## src/rtl/sgi_pkg.sv

```systemverilog
package sgi_pkg;
   localparam int WORD_W   = 32;
   localparam int ID_LSB   = 0;
   localparam int ID_W     = 4;
   localparam int LIST_LSB = 16;
   localparam int LIST_W   = 8;
   localparam int MODE_LSB = 24;

   typedef enum logic [1:0] {
      TGT_LIST   = 2'd0,
      TGT_OTHERS = 2'd1,
      TGT_SELF   = 2'd2,
      TGT_RSVD   = 2'd3
   } tgt_mode_e;
endpackage

```

## src/rtl/sgi_word_decode.sv

```systemverilog
module sgi_word_decode
   import sgi_pkg::*;
(
   input  logic              wr_en,
   input  logic [3:0]        wr_strb,
   input  logic [1:0]        wr_addr_lo,
   input  logic [WORD_W-1:0] wr_data,
   output logic              fire,
   output tgt_mode_e         mode,
   output logic [LIST_W-1:0] list,
   output logic [ID_W-1:0]   id
);
   logic full_word;

   assign full_word = (wr_strb == 4'hF) && (wr_addr_lo == 2'd0);
   assign mode      = tgt_mode_e'(wr_data[MODE_LSB +: 2]);
   assign list      = wr_data[LIST_LSB +: LIST_W];
   assign id        = wr_data[ID_LSB +: ID_W];
   assign fire      = wr_en && full_word && (mode != TGT_RSVD);
endmodule

```

## src/rtl/sgi_target_resolve.sv

```systemverilog
module sgi_target_resolve
   import sgi_pkg::*;
#(
   parameter int MAX_CPUS = 8,
   localparam int CPU_W = $clog2(MAX_CPUS),
   localparam int CNT_W = $clog2(MAX_CPUS + 1)
)(
   input  logic                clk,
   input  logic                rst_n,
   input  logic                fire,
   input  tgt_mode_e           mode,
   input  logic [LIST_W-1:0]   list,
   input  logic [CPU_W-1:0]    req_cpu,
   input  logic [CNT_W-1:0]    cpus_online,
   output logic [MAX_CPUS-1:0] tgt
);
   logic [MAX_CPUS-1:0] online;
   logic [MAX_CPUS-1:0] self_oh;
   logic [MAX_CPUS-1:0] chosen;

   for (genvar c = 0; c < MAX_CPUS; c++) begin : g_cpu
      assign online[c]  = (cpus_online > CNT_W'(c));
      assign self_oh[c] = (req_cpu == CPU_W'(c));
   end

   always_comb begin
      unique case (mode)
         TGT_LIST:   chosen = list[MAX_CPUS-1:0];
         TGT_OTHERS: chosen = ~self_oh;
         TGT_SELF:   chosen = self_oh;
         default:    chosen = '0;
      endcase
   end

   assign tgt = fire ? (chosen & online) : '0;


   offline_quiet_chk: assert property (@(posedge clk) disable iff (!rst_n)
      (tgt & ~online) == '0);

   list_subset_chk: assert property (@(posedge clk) disable iff (!rst_n)
      (fire && mode == TGT_LIST) |-> ((tgt & ~list[MAX_CPUS-1:0]) == '0));

   others_skip_self_chk: assert property (@(posedge clk) disable iff (!rst_n)
      (fire && mode == TGT_OTHERS) |-> !tgt[req_cpu]);

   self_only_chk: assert property (@(posedge clk) disable iff (!rst_n)
      (fire && mode == TGT_SELF) |-> $onehot0(tgt));
endmodule

```

## src/rtl/sgi_strobe_expand.sv

```systemverilog
module sgi_strobe_expand
#(
   parameter int MAX_CPUS = 8,
   parameter int NUM_SGI  = 16,
   localparam int ID_W = $clog2(NUM_SGI)
)(
   input  logic                        clk,
   input  logic                        rst_n,
   input  logic [MAX_CPUS-1:0]         tgt,
   input  logic [ID_W-1:0]             id,
   output logic [MAX_CPUS*NUM_SGI-1:0] pend
);
   for (genvar c = 0; c < MAX_CPUS; c++) begin : g_row
      for (genvar s = 0; s < NUM_SGI; s++) begin : g_col
         assign pend[c*NUM_SGI + s] = tgt[c] && (id == ID_W'(s));
      end
   end


   one_per_cpu_chk: assert property (@(posedge clk) disable iff (!rst_n)
      $countones(pend) == $countones(tgt));
endmodule

```

## src/rtl/sgi_dispatch.sv

```systemverilog
module sgi_dispatch
   import sgi_pkg::*;
#(
   parameter int MAX_CPUS = 8,
   parameter int NUM_SGI  = 16,
   localparam int CPU_W = $clog2(MAX_CPUS),
   localparam int CNT_W = $clog2(MAX_CPUS + 1),
   localparam int PEND_W = MAX_CPUS * NUM_SGI
)(
   input  logic                clk,
   input  logic                rst_n,
   input  logic                wr_en,
   input  logic [3:0]          wr_strb,
   input  logic [1:0]          wr_addr_lo,
   input  logic [WORD_W-1:0]   wr_data,
   input  logic [CPU_W-1:0]    req_cpu,
   input  logic [CNT_W-1:0]    cpus_online,
   output logic [PEND_W-1:0]   set_pend,
   output logic [MAX_CPUS-1:0] set_src,
   output logic [WORD_W-1:0]   rd_data
);
   if (MAX_CPUS < 2 || MAX_CPUS > LIST_W) begin : g_bad_cpus
      $error("MAX_CPUS must lie in 2..8");
   end
   if (NUM_SGI != (1 << ID_W)) begin : g_bad_sgi
      $error("NUM_SGI must match the id field width");
   end

   logic                fire;
   tgt_mode_e           mode;
   logic [LIST_W-1:0]   list;
   logic [ID_W-1:0]     id;
   logic [MAX_CPUS-1:0] tgt;
   logic                unused_bits;

   assign unused_bits = ^{wr_data[WORD_W-1:MODE_LSB+2], wr_data[LIST_LSB-1:ID_W]};

   sgi_word_decode u_dec (
      .wr_en(wr_en), .wr_strb(wr_strb), .wr_addr_lo(wr_addr_lo),
      .wr_data(wr_data), .fire(fire), .mode(mode), .list(list), .id(id)
   );

   sgi_target_resolve #(.MAX_CPUS(MAX_CPUS)) u_res (
      .clk(clk), .rst_n(rst_n), .fire(fire), .mode(mode), .list(list),
      .req_cpu(req_cpu), .cpus_online(cpus_online), .tgt(tgt)
   );

   sgi_strobe_expand #(.MAX_CPUS(MAX_CPUS), .NUM_SGI(NUM_SGI)) u_exp (
      .clk(clk), .rst_n(rst_n), .tgt(tgt), .id(id), .pend(set_pend)
   );

   for (genvar c = 0; c < MAX_CPUS; c++) begin : g_src
      assign set_src[c] = (|tgt) && (req_cpu == CPU_W'(c));
   end

   assign rd_data = '0;


   reserved_mode_chk: assert property (@(posedge clk) disable iff (!rst_n)
      (wr_data[MODE_LSB +: 2] == 2'd3) |-> (set_pend == '0));

   partial_access_chk: assert property (@(posedge clk) disable iff (!rst_n)
      (!wr_en || wr_strb != 4'hF || wr_addr_lo != 2'd0) |-> (set_pend == '0));

   src_onehot_chk: assert property (@(posedge clk) disable iff (!rst_n)
      (set_pend != '0) |-> $onehot(set_src));
endmodule

```

## config.mk

```make
export PLATFORM = sky130hd
export DESIGN_NAME = sgi_dispatch
export DESIGN_NICKNAME = d
export VERILOG_FILES = /design/src/rtl/sgi_pkg.sv /design/src/rtl/sgi_word_decode.sv /design/src/rtl/sgi_target_resolve.sv /design/src/rtl/sgi_strobe_expand.sv /design/src/rtl/sgi_dispatch.sv
export SDC_FILE = /design/constraint.sdc
export NUM_CORES = 1
export LEC_CHECK = 0
export ABC_AREA = 1
export BUFFER_PORTS_ARGS = -buffer_cell sky130_fd_sc_hd__buf_2
export CORE_AREA = 2 2 84 86
export DETAILED_ROUTE_END_ITERATION = 6
export DIE_AREA = 0 0 86 88
export PLACE_DENSITY = 0.69
export SLEW_MARGIN = 20
export SYNTH_ARGS = -nofsm -noshare
export SYNTH_HDL_FRONTEND = slang
export SYNTH_SLANG_ARGS = --single-unit
```

## constraint.sdc

```tcl
create_clock -name vclk -period 1.96
set_clock_uncertainty 0.1 [all_clocks]
set_input_delay 0.392 -clock vclk [all_inputs]
set_output_delay 0.392 -clock vclk [all_outputs]
set_load 0.03 [all_outputs]
```

==> impl_results.md, run 1 <==
* Status: finished, violations left
* Violated checks: negative setup slack
* P&R area growth vs syn at 148.4%
* Critical Path Fanout Max at 8
* Die height at 88 um
* Hold Path Stages at 5
* First-pass GRT wire length at 11,270 um
* Hold path start: req_cpu[1]
* Slew Viols, Final at 0
* Core ar. at 6644 um2
* Final-layout clock buffer total at 0
* Worst Hold Class: in -> out
* Pwr/cell area at 90.24 nW/um2
* Cell Area, Synth at 1413 um2
* Synth Warn # at 0
* Top cells by area, synth: nor2_1, buf_4, nand2_1
* Met3 Wirelength at 559 um
* Final setup fails at 98
* DRC at 0
* Antenna viol nets, final at 0
* Tmin final at 2126 ps
* WP data arrival at 1630 ps
* Synth Instances at 308
* Width of the die at 86 um
* Peak supply drop at 69.58 uV
* Hold Path End: set_src[3]
* Synth cell types at 17
* Vias in the first global route at 2,148
* Total GRT Usage at 18.83%
* Register Area at 0 um2
* # rows at 30
* Syn_area_per_cell at 4.586 um2
* Top routing layer in use: met4
* Unrepaired setup endpoints after global routing: true
* Antenna violations before repair at 0
* GRT overflow at 0
* Tightest hold margin at 1155 ps
* Antenna Cells at 0
* Initial DRC count at 72
* WP data required at 1470 ps
* Port bufs at 164
* Vias post-DR at 2,562
* # nets final at 540
* Biggest area consumer among synthesized cells: nor2_1
* Vias per Instance at 4.495
* Met2 WL at 4789 um
* Setup slack after layout at -166.4 ps
* WL/cell at 15.14 um
* Share of post-route cells with drive strength above 1 at 63.47%
* Max Cap Violations at 0
* HPWL after DPL at 5639 um
* RePlAce Congestion at 0.7747
* Crit share post-route at 108.5%
* Worst Setup End Kind: output port
* CTS Hold Bufs at 0
* Die area at 7568 um2
* Share of the synthesized area in the top cell type at 40.39%
* Crit start category: primary input
* Final Hold Fails at 0
* Crit Path Category: in -> out
* Seq_cells at 0
* Starting Density at 21.26%
* Largest net degree at the start of global routing at 17
* P_leak at 1.647 nW
* Drt first pass iters at 4
* Sequential-to-total area share from yosys stat at 0%
* Fillers at 621
* FMAX at 470.3 MHz
* I/O pin count at 216
* M1 WL at 3119 um
* Final core occ at 52.81%
* Routed WL at 8632 um
==> power breakdown <==
part           total (mW)  switching [mW]  internal [mW]
clock                   0               0              0
sequential              0               0              0
combinational       0.317           0.228         0.0881
total               0.317           0.228         0.0881
==> critical path: stages <==
cell      delay, ps
clkbuf_4        150
inv_2           130
nand3_4          90
nor2_1          140
nor2_2           80
nand3_4         100
nand2_2          70
nor2_4          130
buf_12          160
a21oi_2          70
buf_6           130
==> cell type report <==
class                      count  area [um2]  share of cell area, %
tap                           80       100.1                  2.853
timing repair buffer         192        1705                  48.61
inverter                      20       78.83                  2.247
multi-input combinational    278        1624                  46.29
==> per-stage QoR <==
stage | cells | TNS (ps) | power [mW] | setup WS (ps) | instance area (um2)
finish | 570 | -6126 | 0.3166 | -166.4 | 3508
global route | 570 | -13450 | 0.3394 | -237.5 | 3508
CTS | 572 | -9783 | 0.2749 | -146.7 | 3176
detailed placement | 567 | -16660 | 0.2536 | -265.2 | 2489
global placement | 567 | -15360 | 0.2504 | -233.7 | 2489
floorplan | 339 | -7937 | 0.2237 | -124.7 | 1663
==> synthesized netlist by cell type, drive strengths merged <==
cell and count:
inv 20, conb 1, nor2 157, nand4 1, a21oi 8, nand3 14
o21ai 2, buf 41, nand2 64
==> worst max path at each step <==
stage                      from       endpoint  slack, ps  cells after the start
floorplan           wr_data[25]    set_pend[0]       -120                      7
global placement    wr_data[24]     set_src[0]       -230                     10
detailed placement  wr_data[24]     set_src[2]       -270                     10
CTS                  wr_strb[3]     set_src[2]       -150                     11
global route         req_cpu[0]  set_pend[110]       -240                     10
finish               req_cpu[2]     set_src[0]       -170                     11
==> cell families after synthesis <==
| kind of cell | Yosys count | synth area share, % |
|---|---|---|
| and+or+nand+nor | 236 | 70.24 |
| buffers and inverters | 61 | 25.95 |
| AOI/OAI and AO/OA | 10 | 3.543 |
| other | 1 | 0.2655 |
==> per-layer routing <==
layer  vias to the layer above  GRT usage [%]
met1                      1183          20.69
met4                         0          3.319
met3                        14          1.791
met5                         -              0
met2                       135          38.83
li1                       1230              -
==> cell usage in the layout (no fill, tap or decap), types with 3 or more instances in the layout <==
| cell | count |
|---|---|
| buf_6 | 63 |
| nor2_1 | 86 |
| nand2_4 | 3 |
| nand3_2 | 7 |
| nand2_2 | 23 |
| buf_2 | 19 |
| nand2_1 | 38 |
| nand3_4 | 3 |
| nor2_2 | 45 |
| inv_1 | 17 |
| a21oi_4 | 6 |
| nand3_1 | 4 |
| buf_4 | 103 |
| buf_12 | 6 |
| nor2_4 | 25 |
| conb_1 | 32 |
==> what timing repair did <==
action                     CTS  global route
pin swaps                   18            14
setup buffers                4             0
hold endpoints to repair     0             0
gates cloned                 1             0
setup endpoints to repair  136           136
gates resized for setup    203           112
(Power assumes the default switching activity.)
==> run 2: changes to the inputs <==
- MAX_ROUTING_LAYER: unset -> met4
- SETUP_SLACK_MARGIN: unset -> 0.1
==> run 2 against run 1 <==
  * The flow still finishes with violations (negative setup slack)
  * Final area is 37% higher
  * Combinational power grew 14%
  * Hold slack gained 21 ps
  * Critical path depth stayed put
  * Worst setup slack got worse by 2.9 ps
==> impl_results.md, run 2 (same netlist as run 1, synthesis figures left out) <==
* Drt first pass iters at 4 (unchanged)
* Antenna viol nets, final at 0 (unchanged)
* WP data required at 1470 ps (about the same)
* Starting Density at 21.26% (unchanged)
* RePlAce Congestion at 0.8531 (+10%)
* DRC at 0 (unchanged)
* Vias per Instance at 4.755 (+5.8%)
* Critical Path Fanout Max at 8 (unchanged)
* Slew Viols, Final at 0 (unchanged)
* WL/cell at 18.02 um (+19%)
* HPWL after DPL at 5833 um (+3.4%)
* FMAX at 469.7 MHz (-0.14%)
* Setup TNS Final at -10,380 ps (-4254 ps)
* # rows at 30 (unchanged)
* Unrepaired setup endpoints after global routing: true
* Antenna Cells at 0 (unchanged)
* I/O pin count at 216 (unchanged)
* Share of post-route cells with drive strength above 1 at 76.55% (+13 points)
* Vias post-DR at 2,834 (+11%)
* Setup slack after layout at -169.2 ps (-2.879 ps)
* Final setup fails at 121 (+23%)
* Final-layout clock buffer total at 0 (unchanged)
* P&R area growth vs syn at 240.2%
* Sequence of cells on the critical path: buf_2 > nor2_4 > nand2_4 > nor2_8 > buf_12 > nand3_4 > nand2_2 > nor2_4 > buf_12 > a21oi_2 > buf_6
* First-pass GRT wire length at 14,850 um (+32%)
* Routed WL at 10,740 um (+24%)
* Crit share post-route at 108.6% (+0.15 points)
* Fillers at 444 (-29%)
* # nets final at 566 (+4.8%)
* Seq_cells at 0 (unchanged)
* Core ar. at 6644 um2 (unchanged)
* Register Area at 0 um2 (unchanged)
* Peak supply drop at 88.65 uV (+27%)
* Worst Setup End Kind: output port
* Width of the die at 86 um (unchanged)
* Commonest non-fill, non-tap cell in the layout: buf_6
* Crit Path Category: in -> out
* Total GRT Usage at 25.63% (+6.8 points)
* Pwr/cell area at 75.11 nW/um2 (-17%)
* Die area at 7568 um2 (unchanged)
* P_leak at 1.927 nW (+17%)
* Tmin final at 2129 ps (+2.879 ps)
* Largest net degree at the start of global routing at 17 (unchanged)
* Critical-path top delay cell: nor2_8
* CTS Hold Bufs at 0 (unchanged)
* Vias in the first global route at 2,704 (+26%)
* Final Hold Fails at 0 (unchanged)
* Antenna violations before repair at 0 (unchanged)
* WP data arrival at 1640 ps (about the same)
* Die height at 88 um (unchanged)
* Crit start category: primary input
* Worst Hold Class: in -> out
* Commonest cells after routing, fill and taps aside: buf_6, nor2_4, nand2_1, buf_4, conb_1
* Port bufs at 164 (unchanged)
* Slowest cell delay on critical path at 160 ps (about the same)
* GRT overflow at 0 (unchanged)
* Violated checks: negative setup slack
* Max Cap Violations at 0 (unchanged)
* Initial DRC count at 97 (+35%)
* Final core occ at 72.34% (+20 points)
* Placed Area at 3077 um2 (+24%)
* Final design area excluding fillers at 4806 um2 (+37%)
* Status: finished, violations left
run 2: cell types whose count changed in the layout (fill, tap and decap cells not counted), moves of 3 or more:
cell / change
nand3_2: -5
buf_6: +81
nor2_2: -14
buf_4: -67
nor2_4: +83
buf_12: +11
nor2_1: -69
nand2_2: -12
nand2_1: +10
buf_16: +3
nand3_4: +4
run 2: metal layers:
metal	up-vias	track usage (%)	share of wire (%)
li1	1294	-	-
met1	1360	28.89	36
met2	151	48.98	55
met3	29	1.791	6.3
met4	0	5.916	2.7
met5	-	-	0
run 2: metrics by stage:
stage / cells / power (mW) / hold slack (ps) / worst slack (ps)
finish: 596 / 0.3610 / 1176 / -169.2
global route: 596 / 0.3828 / 1197 / -221.4
CTS: 595 / 0.3313 / 1167 / -183.8
detailed placement: 580 / 0.2837 / 1215 / -258.9
global placement: 580 / 0.2808 / 1212 / -218.9
floorplan: 339 / 0.2413 / 837.8 / -52.72
run 2: layout make-up:
type	count	area [um2]	share of cell area, %
inverter	20	75.07	1.562
multi-input combinational	278	2226	46.32
tap	80	100.1	2.083
timing repair buffer	218	2405	50.04
run 2: what timing repair did:
| item | 4_1_cts | 5_1_grt |
|---|---|---|
| pin swaps | 22 | 22 |
| gates resized for setup | 348 | 95 |
| gates cloned | 4 | 0 |
| setup buffers | 11 | 4 |
| setup endpoints to repair | 136 | 136 |
run 2: worst paths after layout:
path	slack, ps	endpoint	cells past startpoint	startpoint
min	1180	set_src[6]	5	req_cpu[1]
max	-170	set_src[3]	11	wr_addr_lo[1]
run 2: power breakdown:
group / internal [mW] / switching, mW / leakage (nW)
combinational: 0.102 / 0.259 / 1.93
clock: 0 / 0 / 0
sequential: 0 / 0 / 0
run 2: worst max-delay path: cells and delay by family:
kind | cells | cell delay, ps
buffers and inverters | 4 | 540
AO/OA/AOI/OAI | 1 | 130
AND/OR/NAND/NOR | 6 | 550
==> run 3: changes to the inputs <==
- clock period: 1.96 -> 2.43 ns (I/O delays scaled with it)
==> run 3 against run 2 <==
  * The run now ends clean
  * Hold slack improved by 140 ps
  * Power decreased by 46%
  * First-iteration DRC count increased by 11%
  * Worst setup slack improved by 260 ps
  * Critical path depth unchanged
  * Final cell count decreased by 7.4%
  * Final area decreased by 50%
  * Wire length decreased by 39%
  * Critical endpoint is now set_src[1]
  * Highest routed layer is now met3
==> impl_results.md, run 3 (same netlist as run 1, synthesis figures left out) <==
* Largest net degree at the start of global routing at 17 (unchanged)
* Core ar. at 6644 um2 (unchanged)
* GRT overflow at 0 (unchanged)
* # rows at 30 (unchanged)
* Register Area at 0 um2 (unchanged)
* CTS Hold Bufs at 0 (unchanged)
* WP data arrival at 1760 ps (+120 ps)
* Critical Path Fanout Max at 8 (unchanged)
* Seq_cells at 0 (unchanged)
* DRC at 0 (unchanged)
* P&R area growth vs syn at 69.09%
* Total GRT Usage at 14.40% (-11 points)
* Worst Setup End Kind: output port
* Peak supply drop at 56.81 uV (-36%)
* Fillers at 753 (+70%)
* Starting Density at 21.26% (unchanged)
* Antenna violations before repair at 0 (unchanged)
* Place WS at 115.6 ps (+374.4 ps)
* First-pass GRT wire length at 8466 um (-43%)
* Tmin final at 2341 ps
* Final-layout clock buffer total at 0 (unchanged)
* Final setup fails at 0 (-100%)
* Status: complete, no violations
* Commonest cells after routing, fill and taps aside: nor2_1, buf_2, nand2_1, conb_1, buf_4
* Commonest non-fill, non-tap cell in the layout: nor2_1
* CP top delay family: simple AND/OR/NAND/NOR gates
* Vias post-DR at 2,362 (-17%)
* Share of post-route cells with drive strength above 1 at 43.64% (-33 points)
* Die height at 88 um (unchanged)
* Crit Path Category: in -> out
* Drt first pass iters at 4 (unchanged)
* Final Hold Fails at 0 (unchanged)
* RePlAce Congestion at 0.7840 (-8.1%)
* Dpl cells at 551 (-5.0%)
* WL/cell at 11.94 um (-34%)
* Slew Viols, Final at 0 (unchanged)
* Setup slack after layout at 88.88 ps (+258.1 ps)
* Max Cap Violations at 0 (unchanged)
* Routed WL at 6590 um (-39%)
* Final Power at 195.4 uW (-46%)
* I/O pin count at 216 (unchanged)
* HPWL after DPL at 5279 um (-9.5%)
* Crit start category: primary input
* P_leak at 1.459 nW (-24%)
* Worst Hold Class: in -> out
* CP most frequent cell: nand2_1
* Port bufs at 164 (unchanged)
* Antenna Cells at 0 (unchanged)
* Vias per Instance at 4.279 (-10%)
* Pwr/cell area at 81.80 nW/um2 (+8.9%)
* Vias in the first global route at 1,666 (-38%)
* Initial DRC count at 108 (+11%)
* WP data required at 1840 ps (+370 ps)
* FMAX at 427.1 MHz
* Slowest cell delay on critical path at 180 ps (+20 ps)
* Fin cells at 552 (-7.4%)
* Critical-path top delay cell: buf_4
* # nets final at 522 (-7.8%)
* Antenna viol nets, final at 0 (unchanged)
* Width of the die at 86 um (unchanged)
* Levels on crit path at 11 (unchanged)
* Die area at 7568 um2 (unchanged)
* Worst path bufs/invs at 2 (-2)
* Crit share post-route at 96.34%
* Final core occ at 35.95% (-36 points)
* Unrepaired setup endpoints after global routing: true
* Sequence of cells on the critical path: buf_2 > nor2_4 > nand2_1 > nand2_1 > nand2_1 > nor2_1 > nand2_2 > nand2_2 > nor2_4 > a21oi_1 > buf_4
* Hold Path Stages at 4 (-1)
-- run 3: tightest hold or removal path: stages --
cell and delay, ps:
buf_4 150, nand3_2 100, a21oi_2 30, buf_4 160
-- run 3: metrics by stage --
stage / area (um2) / hold slack, ps / setup TNS, ps
2_1_floorplan: 1529 / 1058 / 0
3_3_place_gp: 2226 / 1312 / 0
3_5_place_dp: 2226 / 1304 / 0
4_1_cts: 2226 / 1306 / 0
5_1_grt: 2389 / 1333 / -78.61
6_report: 2389 / 1317 / 0
-- run 3: repair_timing --
| item | in CTS | in global routing |
|---|---|---|
| setup endpoints to repair | 0 | 74 |
| gates resized for setup | 0 | 77 |
| setup buffers | 0 | 1 |
-- run 3: path summary, 6_finish.rpt --
kind	start	to
worst max-delay path	req_cpu[1]	set_src[1]
worst min-delay path	req_cpu[0]	set_src[5]
-- run 3: report_power, final --
group	switching [mW]	internal, mW	leakage [nW]
logic	0.154	0.0417	1.46
clock network	0	0	0
registers	0	0	0
-- run 3: area by class of cell --
| type | instances | area [um2] | area share [%] |
|---|---|---|---|
| multi-input combinational | 278 | 1214 | 50.81 |
| timing repair buffer | 174 | 999.7 | 41.85 |
| tap | 80 | 100.1 | 4.191 |
| inverter | 20 | 75.07 | 3.143 |
-- run 3: routing by layer --
metal	track usage, %	vias to the layer above	share of wire [%]
li1	-	1191	-
met5	-	-	0
met4	0	0	0
met3	0.1885	0	6.8
met2	29.25	129	55
met1	16.62	1042	38
